File: config.mk
export PLATFORM = sky130hd
export DESIGN_NAME = ival_timer
export DESIGN_NICKNAME = d
export VERILOG_FILES = /design/src/rtl/ival_timer_pkg.sv /design/src/rtl/ival_prescaler.sv /design/src/rtl/ival_counter.sv /design/src/rtl/ival_irq_gen.sv /design/src/rtl/ival_timer.sv
export SDC_FILE = /design/constraint.sdc
export NUM_CORES = 1
export LEC_CHECK = 0
export ABC_AREA = 1
export ABC_CLOCK_PERIOD_IN_PS = 3270
export BUFFER_PORTS_ARGS = -buffer_cell sky130_fd_sc_hd__clkbuf_2
export CAP_MARGIN = 10
export CORE_MARGIN = 4
export CORE_UTILIZATION = 40
export CTS_CLUSTER_SIZE = 25
export DETAILED_ROUTE_END_ITERATION = 10
export HOLD_SLACK_MARGIN = 0.1
export PLACE_DENSITY = 0.72
export SYNTH_ARGS = -nofsm -noshare
export SYNTH_HDL_FRONTEND = slang
export SYNTH_SLANG_ARGS = --single-unit
File: constraint.sdc
create_clock -name clk -period 3.27 [get_ports clk]
set_input_delay 0.4905 -clock clk [delete_from_list [all_inputs] [get_ports clk]]
set_output_delay 0.4905 -clock clk [all_outputs]
set_load 0.01 [all_outputs]
File: src/rtl/ival_timer_pkg.sv
package ival_timer_pkg;
  localparam int VEC_W    = 8;
  localparam int SHIFT_W  = 3;
  localparam int PRE_W    = (1 << SHIFT_W) - 1;
  localparam int MASK_BIT = 16;
  localparam int MODE_BIT = 17;
  localparam logic [3:0] DIV_KEEP = 4'hB;

  typedef struct packed {
    logic             periodic;
    logic             mask;
    logic [VEC_W-1:0] vec;
  } lvt_t;

  function automatic logic [3:0] div_filter(input logic [3:0] raw);
    return raw & DIV_KEEP;
  endfunction

  function automatic logic [SHIFT_W-1:0] div_shift(input logic [3:0] cfg);
    logic [SHIFT_W-1:0] code;
    code = {cfg[3], cfg[1:0]};
    return code + 3'd1;
  endfunction

  function automatic logic [PRE_W-1:0] pre_limit(input logic [SHIFT_W-1:0] sh);
    logic [PRE_W:0] one_hot;
    one_hot = {{PRE_W{1'b0}}, 1'b1} << sh;
    return one_hot[PRE_W-1:0] - 1'b1;
  endfunction
endpackage

File: src/rtl/ival_prescaler.sv
module ival_prescaler
  import ival_timer_pkg::*;
(
  input  logic               clk,
  input  logic               rst_n,
  input  logic               clear,
  input  logic [SHIFT_W-1:0] shift,
  output logic               tick
);
  logic [PRE_W-1:0] pre_q;
  logic [PRE_W-1:0] lim;

  assign lim  = pre_limit(shift);
  assign tick = ((pre_q & lim) == lim);

  always_ff @(posedge clk) begin
    if (!rst_n || clear) pre_q <= '0;
    else                 pre_q <= pre_q + 1'b1;
  end
endmodule

File: src/rtl/ival_counter.sv
module ival_counter #(
  parameter int CNT_W = 32
) (
  input  logic             clk,
  input  logic             rst_n,
  input  logic             load,
  input  logic [CNT_W-1:0] load_val,
  input  logic [CNT_W-1:0] reload_val,
  input  logic             tick,
  input  logic             periodic,
  output logic [CNT_W-1:0] cur,
  output logic             run,
  output logic             expire
);
  localparam logic [CNT_W-1:0] ONE = CNT_W'(1);

  logic step;
  assign step   = tick && run && !load;
  assign expire = step && (cur == ONE);

  always_ff @(posedge clk) begin
    if (!rst_n) begin
      cur <= '0;
      run <= 1'b0;
    end else if (load) begin
      cur <= load_val;
      run <= (load_val != '0);
    end else if (step) begin
      if (cur == '0) begin
        if (periodic) cur <= reload_val;
        else          run <= 1'b0;
      end else begin
        cur <= cur - ONE;
        if (cur == ONE && !periodic) run <= 1'b0;
      end
    end
  end
endmodule

File: src/rtl/ival_irq_gen.sv
module ival_irq_gen
  import ival_timer_pkg::*;
(
  input  logic             clk,
  input  logic             rst_n,
  input  logic             expire,
  input  lvt_t             lvt,
  output logic             irq,
  output logic [VEC_W-1:0] irq_vec
);
  always_ff @(posedge clk) begin
    if (!rst_n) begin
      irq     <= 1'b0;
      irq_vec <= '0;
    end else begin
      irq <= expire && !lvt.mask;
      if (expire && !lvt.mask) irq_vec <= lvt.vec;
    end
  end
endmodule

File: src/rtl/ival_timer.sv
module ival_timer
  import ival_timer_pkg::*;
#(
  parameter int CNT_W = 32
) (
  input  logic             clk,
  input  logic             rst_n,
  input  logic             div_we,
  input  logic             init_we,
  input  logic             lvt_we,
  input  logic [CNT_W-1:0] wr_data,
  output logic [3:0]       div_rd,
  output logic [CNT_W-1:0] init_rd,
  output logic [CNT_W-1:0] cur_rd,
  output logic [CNT_W-1:0] lvt_rd,
  output logic             irq,
  output logic [VEC_W-1:0] irq_vec
);
  logic [3:0]       div_q;
  logic [CNT_W-1:0] init_q;
  lvt_t             lvt_q;
  logic             tick_w;
  logic             run_w;
  logic             expire_w;

  always_ff @(posedge clk) begin
    if (!rst_n) begin
      div_q  <= '0;
      init_q <= '0;
      lvt_q  <= '{periodic: 1'b0, mask: 1'b1, vec: '0};
    end else begin
      if (div_we)  div_q  <= div_filter(wr_data[3:0]);
      if (init_we) init_q <= wr_data;
      if (lvt_we) begin
        lvt_q.vec      <= wr_data[VEC_W-1:0];
        lvt_q.mask     <= wr_data[MASK_BIT];
        lvt_q.periodic <= wr_data[MODE_BIT];
      end
    end
  end

  ival_prescaler u_pre (
    .clk  (clk),
    .rst_n(rst_n),
    .clear(init_we),
    .shift(div_shift(div_q)),
    .tick (tick_w)
  );

  ival_counter #(.CNT_W(CNT_W)) u_cnt (
    .clk       (clk),
    .rst_n     (rst_n),
    .load      (init_we),
    .load_val  (wr_data),
    .reload_val(init_q),
    .tick      (tick_w),
    .periodic  (lvt_q.periodic),
    .cur       (cur_rd),
    .run       (run_w),
    .expire    (expire_w)
  );

  ival_irq_gen u_irq (
    .clk    (clk),
    .rst_n  (rst_n),
    .expire (expire_w),
    .lvt    (lvt_q),
    .irq    (irq),
    .irq_vec(irq_vec)
  );

  always_comb begin
    lvt_rd                = '0;
    lvt_rd[VEC_W-1:0]     = lvt_q.vec;
    lvt_rd[MASK_BIT]      = lvt_q.mask;
    lvt_rd[MODE_BIT]      = lvt_q.periodic;
  end

  assign div_rd  = div_q;
  assign init_rd = init_q;
endmodule

## After elaboration in Yosys (flattened, before gate mapping)

Index checks and enable logic that the tools add are counted.

| cells by class | value |
|---|---|
| reduce and logical (&&, ||, !) cells | 16 |
| add/sub/neg operators | 4 |
| bitwise gates (word level) | 1 |
| mux-type cells | 9 |
| eq/ne operators | 4 |
| shifts and indexed selects | 1 |

Operators by type and width:

| cell | number |
|---|---|
| $mux W32 | 4 |
| $eq A32 B1 Y1 const B | 1 |
| $logic_not A32 Y1 | 1 |
| $reduce_bool A32 Y1 | 1 |
| $sub A32 B1 Y32 const B | 1 |
| $add A7 B1 Y7 const B | 1 |
| $and A7 B7 Y7 | 1 |
| $eq A7 B7 Y1 | 1 |
| $shl A1 B3 Y7 const A | 1 |
| $sub A7 B1 Y7 const B | 1 |
| $ne A3 B3 Y1 const B | 2 |
| $logic_and A1 B1 Y1 | 5 |
| $mux W1 | 5 |
| $logic_not A1 Y1 | 4 |
| $add A3 B1 Y3 const B | 1 |
| $reduce_and A3 Y1 | 1 |
| $reduce_bool A3 Y1 | 1 |
| $reduce_and A2 Y1 | 1 |
| $reduce_bool A2 Y1 | 1 |
| $logic_or A1 B1 Y1 | 1 |

| word-level totals | value |
|---|---|
| word-level logic and storage cells | 45 |
| flip-flop bits (word level) | 94 |

## Depth between registers and ports, before layout

Gate-level depths: netlist of the first run.

| depth | value |
|---|---|
| word-level depth | 9 |
| gate-level depth with buffers | 16 |

## Modules after synthesis

From an unflattened synthesis of the first run, not the netlist that was laid out.

| second synthesis, totals | value |
|---|---|
| cell total of the unflattened synthesis | 916 |
| area total of the unflattened synthesis | 5,780.5 um^2 |

Modules (own cells, without submodules):

| module | area each (um^2) | instances | sequential area each (um^2) | cells an instance |
|---|---|---|---|---|
| ival_counter | 3,010.4 | 1 | 660.6 | 508 |
| ival_timer | 2,025.7 | 1 | 900.9 | 298 |
| ival_irq_gen | 382.9 | 1 | 180.2 | 55 |
| ival_prescaler | 361.6 | 1 | 140.1 | 55 |

## Least setup slack after synthesis of the first run

Ideal clock, no wire load.

| path | value |
|---|---|
| kind | flip-flop to flip-flop |
| from | register div_q[1], in the netlist div_rd[1] |
| to | register u_cnt.cur[19] |
| data arrival time | 1.882 ns |
| path buffers | 1 |
| stages on the path, launching flop included | 16 |
| path slack | 1.275 ns |
| clock period less this slack | 1.995 ns |
| cell sequence | dfxtp_1 -> nand2_1 -> inv_1 -> nand2_1 -> ha_1 -> o21a_1 -> nand2_1 -> inv_1 -> nand2_1 -> nor2_1 -> nand2_4 -> nand2_4 -> clkinv_4 -> buf_6 -> nor2_1 -> nor2_2 |

| between the ends | value |
|---|---|
| cells in the longest elaborated chain, start to end | 9 |

Ends and longest elaborated chain:

| what | RTL line | source |
|---|---|---|
| from (decl) | ival_timer.sv:19 | `logic [3:0] div_q;` |
| from (signal assigned) | ival_timer.sv:32 | `if (div_we) div_q <= div_filter(wr_data[3:0]);` |
| $add A3 B1 Y3 * | ival_timer_pkg.sv:22 | `return code + 3'd1;` |
| $shl A1 B3 Y7 * | ival_timer_pkg.sv:27 | `one_hot = {{PRE_W{1'b0}}, 1'b1} << sh;` |
| $sub A7 B1 Y7 * | ival_timer_pkg.sv:28 | `return one_hot[PRE_W-1:0] - 1'b1;` |
| $and A7 B7 Y7 | ival_prescaler.sv:14 | `assign tick = ((pre_q & lim) == lim);` |
| $eq A7 B7 Y1 * | ival_prescaler.sv:14 |  |
| $logic_and A1 B1 Y1 * (2 in series) | ival_counter.sv:18 | `assign step = tick && run && !load;` |
| $reduce_bool A2 Y1 (no source line) * | - |  |
| $reduce_and A2 Y1 (no source line) * | - |  |
| to (signal assigned) | ival_counter.sv:26 | `cur <= load_val;` |
| to (signal assigned) | ival_counter.sv:30 | `if (periodic) cur <= reload_val;` |
| to (signal assigned) | ival_counter.sv:33 | `cur <= cur - ONE;` |
| to (decl) | ival_counter.sv:11 | `output logic [CNT_W-1:0] cur,` |

Mark *: on every way between the ends. The rest lies on a longest branch, timed or not.
A chain may end at the register's enable or synchronous reset.

## Worst setup path after layout of the first run

| path | value |
|---|---|
| from | register div_q[1], in the netlist div_rd[1] |
| to | register u_cnt.cur[21] |

The elaborated chain is that of the path after synthesis.

==> results of run 1 <==
sequential cells by signal, summed over array words and instances (netlist names):
name / flops
u_cnt.run: 1
lvt_rd: 10
u_pre.pre_q: 7
u_irq.irq_vec: 8
div_rd: 3
init_rd: 32
u_cnt.cur: 32
u_irq.irq: 1
synth_stat cells, types with 7 or more instances:
library cell	n	share of area, %
a21oi_1	64	5.8
clkbuf_1	19	1.3
nand3_1	75	6.8
buf_4	26	3.6
nand2_1	241	16
dfxtp_1	94	34
nor4_1	9	1.0
inv_1	67	4.6
o21bai_1	12	1.6
nand4_1	7	0.80
o22ai_1	12	1.4
o21ai_0	30	2.7
nor2_1	128	8.7
nor3_1	10	0.91
power groups by stage:
stage / clock [W] / sequential (W) / combinational [W]
6_report: 0.00104 / 0.00129 / 0.000685
5_1_grt: 0.00111 / 0.00130 / 0.000775
4_1_cts: 0.00107 / 0.00129 / 0.000682
3_5_place_dp: 0 / 0.00132 / 0.000678
3_3_place_gp: 0 / 0.00132 / 0.000673
2_1_floorplan: 0 / 0.00132 / 0.000465
worst max-delay path: cells and delay by family, from the launching register on:
family / cells / cell delay, ns
flip-flops: 1 / 0.42
AND/OR/NAND/NOR: 9 / 1.22
buffers and inverters: 3 / 0.39
adder cells (fa/ha/maj): 1 / 0.29
AO/OA/AOI/OAI: 1 / 0.12
per-layer routing:
layer  track usage (%)  up-vias
met3             4.179       31
met5                 0        -
met1             29.54     2654
met4             7.334        0
met2             36.57      226
li1                  -     2928
metrics by stage:
stage | cell area, um^2 | setup WS, ns | util, % | instances | total power, W
5_1_grt | 6381 | 0.3774 | 47.81 | 1143 | 0.003183
2_1_floorplan | 5575 | 1.275 | - | 880 | 0.001787
4_1_cts | 6381 | 0.7158 | 47.81 | 1143 | 0.003040
3_5_place_dp | 6091 | 0.7335 | 45.63 | 1127 | 0.001994
3_3_place_gp | 6091 | 0.8034 | 45.63 | 1127 | 0.001989
6_report | 6381 | 0.7006 | 47.81 | 1143 | 0.003019
worst paths after layout:
path	from	endpoint	slack, ns
worst max-delay path	div_rd[1]	u_cnt.cur[21]	0.70
worst min-delay path	div_we	div_rd[3]	0.38
worst max register to register	div_rd[1]	u_cnt.cur[21]	0.70
worst min register to register	u_pre.pre_q[0]	u_pre.pre_q[0]	0.48
logic make-up (layout without fill, tap and decap cells):
kind of cell    after synthesis  after routing  synth area share (%)
compound gates              121            121                 11.98
xor+xnor                     12             12                 1.913
fa+ha+maj                     5              5                 1.139
buf+inv                     126            213                 11.30
other cells                   1             23               0.06827
simple gates                499            499                 39.34
flops                        94             94                 34.26
layout make-up:
class / instances / area [um^2] / area share, %
Clock buffer: 10 / 239.0 / 3.745
Inverter: 70 / 267.8 / 4.196
Timing Repair Buffer: 127 / 648.1 / 10.16
Multi-Input combinational cell: 660 / 3073 / 48.16
Sequential cell: 94 / 1882 / 29.49
Tap cell: 176 / 220.2 / 3.451
Clock inverter: 6 / 51.30 / 0.8039
==> out/results.tsv, run 1 <==
metric	value	unit
Critical Path AT	2.81	ns
Fill cells	1424	
die area	0.01567	mm^2
EDFF count, synth	0	
setup violators final	0	
Bufs on Longest Clock Path	2	
vias in the first global route	5487	
ys async rst share	0	%
Max Used Layer	met4	
critical path endpoint category	flip-flop	
Hold Path Depth	2	
Yosys warning total	0	
Fmax	389.2	MHz
switch share	34.08	%
PwrDens	473.1	mW/mm^2
P_int	0.001990	W
First DRT Iteration DRCs	469	
Post-Route Setup TNS	0	ns
min Tclk post-route	2.569	ns
vias per cell	5.108	
first-pass GRT wire length	28350	um
CTS buffer count	9	
Metal-1 WL	7833	um
worst path cell trace	nand2_1 -> inv_1 -> nand2_1 -> ha_1 -> o21a_1 -> nand2_1 -> inv_1 -> nand2_1 -> nor2_1 -> nand2_4 -> nand2_4 -> clkinv_4 -> nor2_1 -> nor2_1	
commonest non-fill, non-tap cell in the layout	nand2_1	
DPL Wire Length	13500	um
Lkg Pwr	3.135	nW
Core Area	0.01335	mm^2
area of the mapped netlist	0.005493	mm^2
post-synthesis register bit count	94	
per-cell routed wire length	15.32	um
Clock Latency Late Sink	0.35	ns
sequential area share after synthesis	34.26	%
synthesis-to-finish area growth	16.17	%
Rel. slew slack	55.84	%
outcome	completed	
share of cells above drive strength 1	17.17	%
most frequent cells in the layout	nand2_1 (241), nor2_1 (128), clkbuf_2 (122)	
CP max stage cell	dfxtp_1	
# port buffers	122	
R2R depth	14	
final clock skew	0.01237	ns
worst slew pin tran	0.6624	ns
Synth cell types	35	
antenna-violating nets left	0	
Starting Density	41.15	%
CTS tree	done	
worst hold slack	0.3778	ns
ant diodes	0	
largest net degree at the start of global routing	62	
Sink Count	94	
routability cong.	0.9593	
Min-Delay Path Class	input pin to flip-flop	
Setup CP Type	flip-flop to flip-flop	
cell count after synthesis	858	
Met3 Routed Length	1213	um
post-CTS setup buffer count	0	
die height	125.2	um
cell repeated most along the worst path	nand2_1	
Post-CTS Resized	0	
CTS Hold Bufs	0	
unrepaired setup endpoints after global routing	no	
Clock Tree Root	clkbuf_16	
H-tree levels	3	
final slew viol count	0	
Remaining DRCs	0	
syn_area_per_cell	6.402	um^2
Required @ worst endpoint	3.51	ns
met2 wire length	8071	um
first-pass detailed-route iteration total	5	
antenna violations before repair	0	
GRT overflow	0	
Flop pwr share	42.8	%
num ports	146	
Max stage delay on crit path	0.42	ns
maximum VDD drop	0.2256	mV
final WL	17510	um
Logic pwr share	22.7	%
fin crit share	78.57	%
NetSw	0.001029	W
Top FF cell, synth	dfxtp_1	
CTS clk-pin slew, worst paths	0.07	ns
Die Width	125.2	um
final count of hold timing violations	0	
nets@finish	1004	
# rows	42	
CP Launch Type	flip-flop	
largest fanout on the critical path	23	
max capacitance violation total	0	
Clock Power Share	34.6	%
total global routing track utilization	22.25	%
Vias	5839	
Note: power is estimated with default switching activity, not from simulation.
==> run 2: changes to the inputs <==
- ABC_AREA: 1 -> 0
- ABC_CLOCK_PERIOD_IN_PS: 3270 -> 2390
- PLACE_DENSITY: 0.72 -> 0.73
- clock period: 3.27 -> 2.39 ns (I/O delays scaled with it)
==> out/results.tsv, run 2 <==
metric	value	unit
first-pass GRT wire length	26780	um
Synth top area share	38.00	%
PwrDens	603.6	mW/mm^2
Die Width	119.3	um
final count of hold timing violations	0	
Max stage delay on crit path	0.57	ns
final clock skew	0.007453	ns
Synth top cells by count	dfxtp_1 (94), nor2_1 (71), nand2_1 (49), mux2i_1 (39), a21oi_1 (37)	
Clock Tree Root	clkbuf_16	
fin crit share	104.0	%
syn_area_per_cell	8.337	um^2
Lkg Pwr	2.910	nW
main combinational cell family by area after synthesis	compound AO/OA/AOI/OAI gates	
worst slew pin tran	0.5536	ns
most frequent cells in the layout	clkbuf_2 (122), dfxtp_1 (92), nor2_1 (71)	
final slew viol count	0	
antenna violations before repair	0	
simple-gate share of the synthesized area	20.92	%
Fmax	402.4	MHz
largest net degree at the start of global routing	34	
maximum VDD drop	0.3651	mV
total global routing track utilization	23.43	%
critical path endpoint category	flip-flop	
# rows	40	
Min-Delay Path Class	input pin to flip-flop	
die area	0.01423	mm^2
ant diodes	0	
first-pass detailed-route iteration total	7	
Top FF cell, synth	dfxtp_1	
min Tclk post-route	2.485	ns
CTS buffer count	9	
Bufs on Longest Clock Path	2	
Required @ worst endpoint	2.65	ns
Post-Synth Adder-Cell Area	1.263	%
Sink Count	94	
placed inst area	0.005967	mm^2
setup violators final	24	
CTS Hold Bufs	0	
Cells after DPL	902	
DPL Wire Length	12290	um
post-synthesis xor/xnor area fraction	1.415	%
ys async rst share	0	%
non-filler instance count after layout	930	
First DRT Iteration DRCs	539	
outcome	finished with violations	
CP Launch Type	flip-flop	
multiplexer share of the synthesized area	7.883	%
routability cong.	0.9408	
Synth Area in Compound Gates	22.26	%
unrepaired setup endpoints after global routing	yes	
max capacitance violation total	0	
Worst Path Buf+Inv	1	
Rel. slew slack	62.75	%
Yosys warning total	0	
worst path cell trace	or4_4 -> nor4_4 -> nand4b_1 -> nor2_4 -> a21oi_4 -> clkbuf_16 -> or3_1 -> and3_1	
Synth area leader	dfxtp_1	
synthesis-to-finish area growth	31.35	%
CTS clk-pin slew, worst paths	0.07	ns
Remaining DRCs	0	
num ports	146	
area of the mapped netlist	0.004952	mm^2
sequential area share after synthesis	38.00	%
antenna-violating nets left	0	
Core Area	0.01206	mm^2
post-synthesis register bit count	94	
synth top area cells	dfxtp_1 (38%), mux2i_1 (7.9%), nor2_1 (5.4%)	
cell count after synthesis	594	
GRT overflow	0	
most frequent cell after synthesis	dfxtp_1	
H-tree levels	3	
worst setup margin	-0.09507	ns
commonest non-fill, non-tap cell in the layout	clkbuf_2	
CP max stage cell	or4_4	
Vias	5307	
Starting Density	41.06	%
CTS tree	done	
share of cells above drive strength 1	32.15	%
per-cell routed wire length	18.25	um
EDFF count, synth	0	
vias in the first global route	5058	
die height	119.3	um
# port buffers	122	
Synth cell types	65	
Crit path max-delay family	simple AND/OR/NAND/NOR gates	
largest fanout on the critical path	4	
final instance area	0.006505	mm^2
Critical Path AT	2.74	ns
Setup CP Type	flip-flop to flip-flop	
vias per cell	5.706	
final WL	16970	um
Clock Latency Late Sink	0.36	ns
nets@finish	799	
failing checks	setup timing	
==> run 2: changes by cell type in the layout (fill, tap and decap cells not counted), sizes merged, moves of 9 or more <==
cell,previous run,this run
a211oi,0,10
a21oi,64,38
a221oi,0,12
buf,5,67
inv,70,14
mux2i,0,39
nand2,248,51
nand3,77,24
nor2,140,72
o211ai,0,9
o21bai,12,2
o22ai,12,2
==> run 2: cells by family after synthesis <==
| logic type | after synthesis |
|---|---|
| flip-flops | 94 |
| multiplexers | 39 |
| other | 1 |
| AO/OA/AOI/OAI | 162 |
| XOR/XNOR | 8 |
| AND/OR/NAND/NOR | 213 |
| buffers and inverters | 72 |
| adder cells (fa/ha/maj) | 5 |
==> run 2: routing by layer <==
layer  routed length (um)  vias up  GRT usage [%]
li1                     -     2467              -
met1                 7165     2527          30.26
met2                 8045      277          38.61
met3                 1376       36          5.033
met4                  385        0          8.182
met5                    0        -              0
==> run 2: worst min-delay path, stage by stage <==
cell,delay (ns)
clkbuf_2,0.10
mux2i_1,0.07
nor2_1,0.08
==> run 2: timing repair <==
item	in CTS	in global routing
setup buffers	8	3
cloned	2	1
gates resized for setup	21	20
pin swaps	9	9
endpoints found under the setup margin	40	41
==> run 2: cell type report <==
cell class	count	area [um^2]
fill	1125	5557
multi-input combinational	452	2890
sequential	94	1884
timing repair buffer	190	1194
clock buffer	9	225.2
tap	168	210.2
clock inverter	7	63.81
inverter	10	37.54
==> run 2: power breakdown <==
group          switching (W)  internal (W)
combinational       0.000455      0.000311
clock               0.000704      0.000734
sequential         0.0000780       0.00164
total                0.00124       0.00269
==> run 2: through the flow <==
stage	total power [W]	utilization [%]	setup TNS [ns]	setup WS, ns	hold slack (ns)
after floorplan	0.002187	-	-2.669	-0.1201	0.4222
after global placement	0.002454	49.47	-1.292	-0.1294	0.4432
after detailed placement	0.002468	49.47	-4.775	-0.2324	0.4487
after CTS	0.003915	53.00	-0.7075	-0.06224	0.2649
after global routing	0.004090	53.93	-4.302	-0.1626	0.2869
final	0.003926	53.93	-0.9190	-0.09507	0.2769
==> run 2: worst paths after layout <==
path                                startpoint             end  slack, ns  cells past startpoint
worst max register to register   u_cnt.cur[21]   u_cnt.cur[18]       -0.1                      8
worst max-delay path             u_cnt.cur[21]   u_cnt.cur[18]       -0.1                      8
worst min-delay path               wr_data[23]     init_rd[23]       0.28                      3
worst min register to register  u_pre.pre_q[0]  u_pre.pre_q[0]       0.47                      1
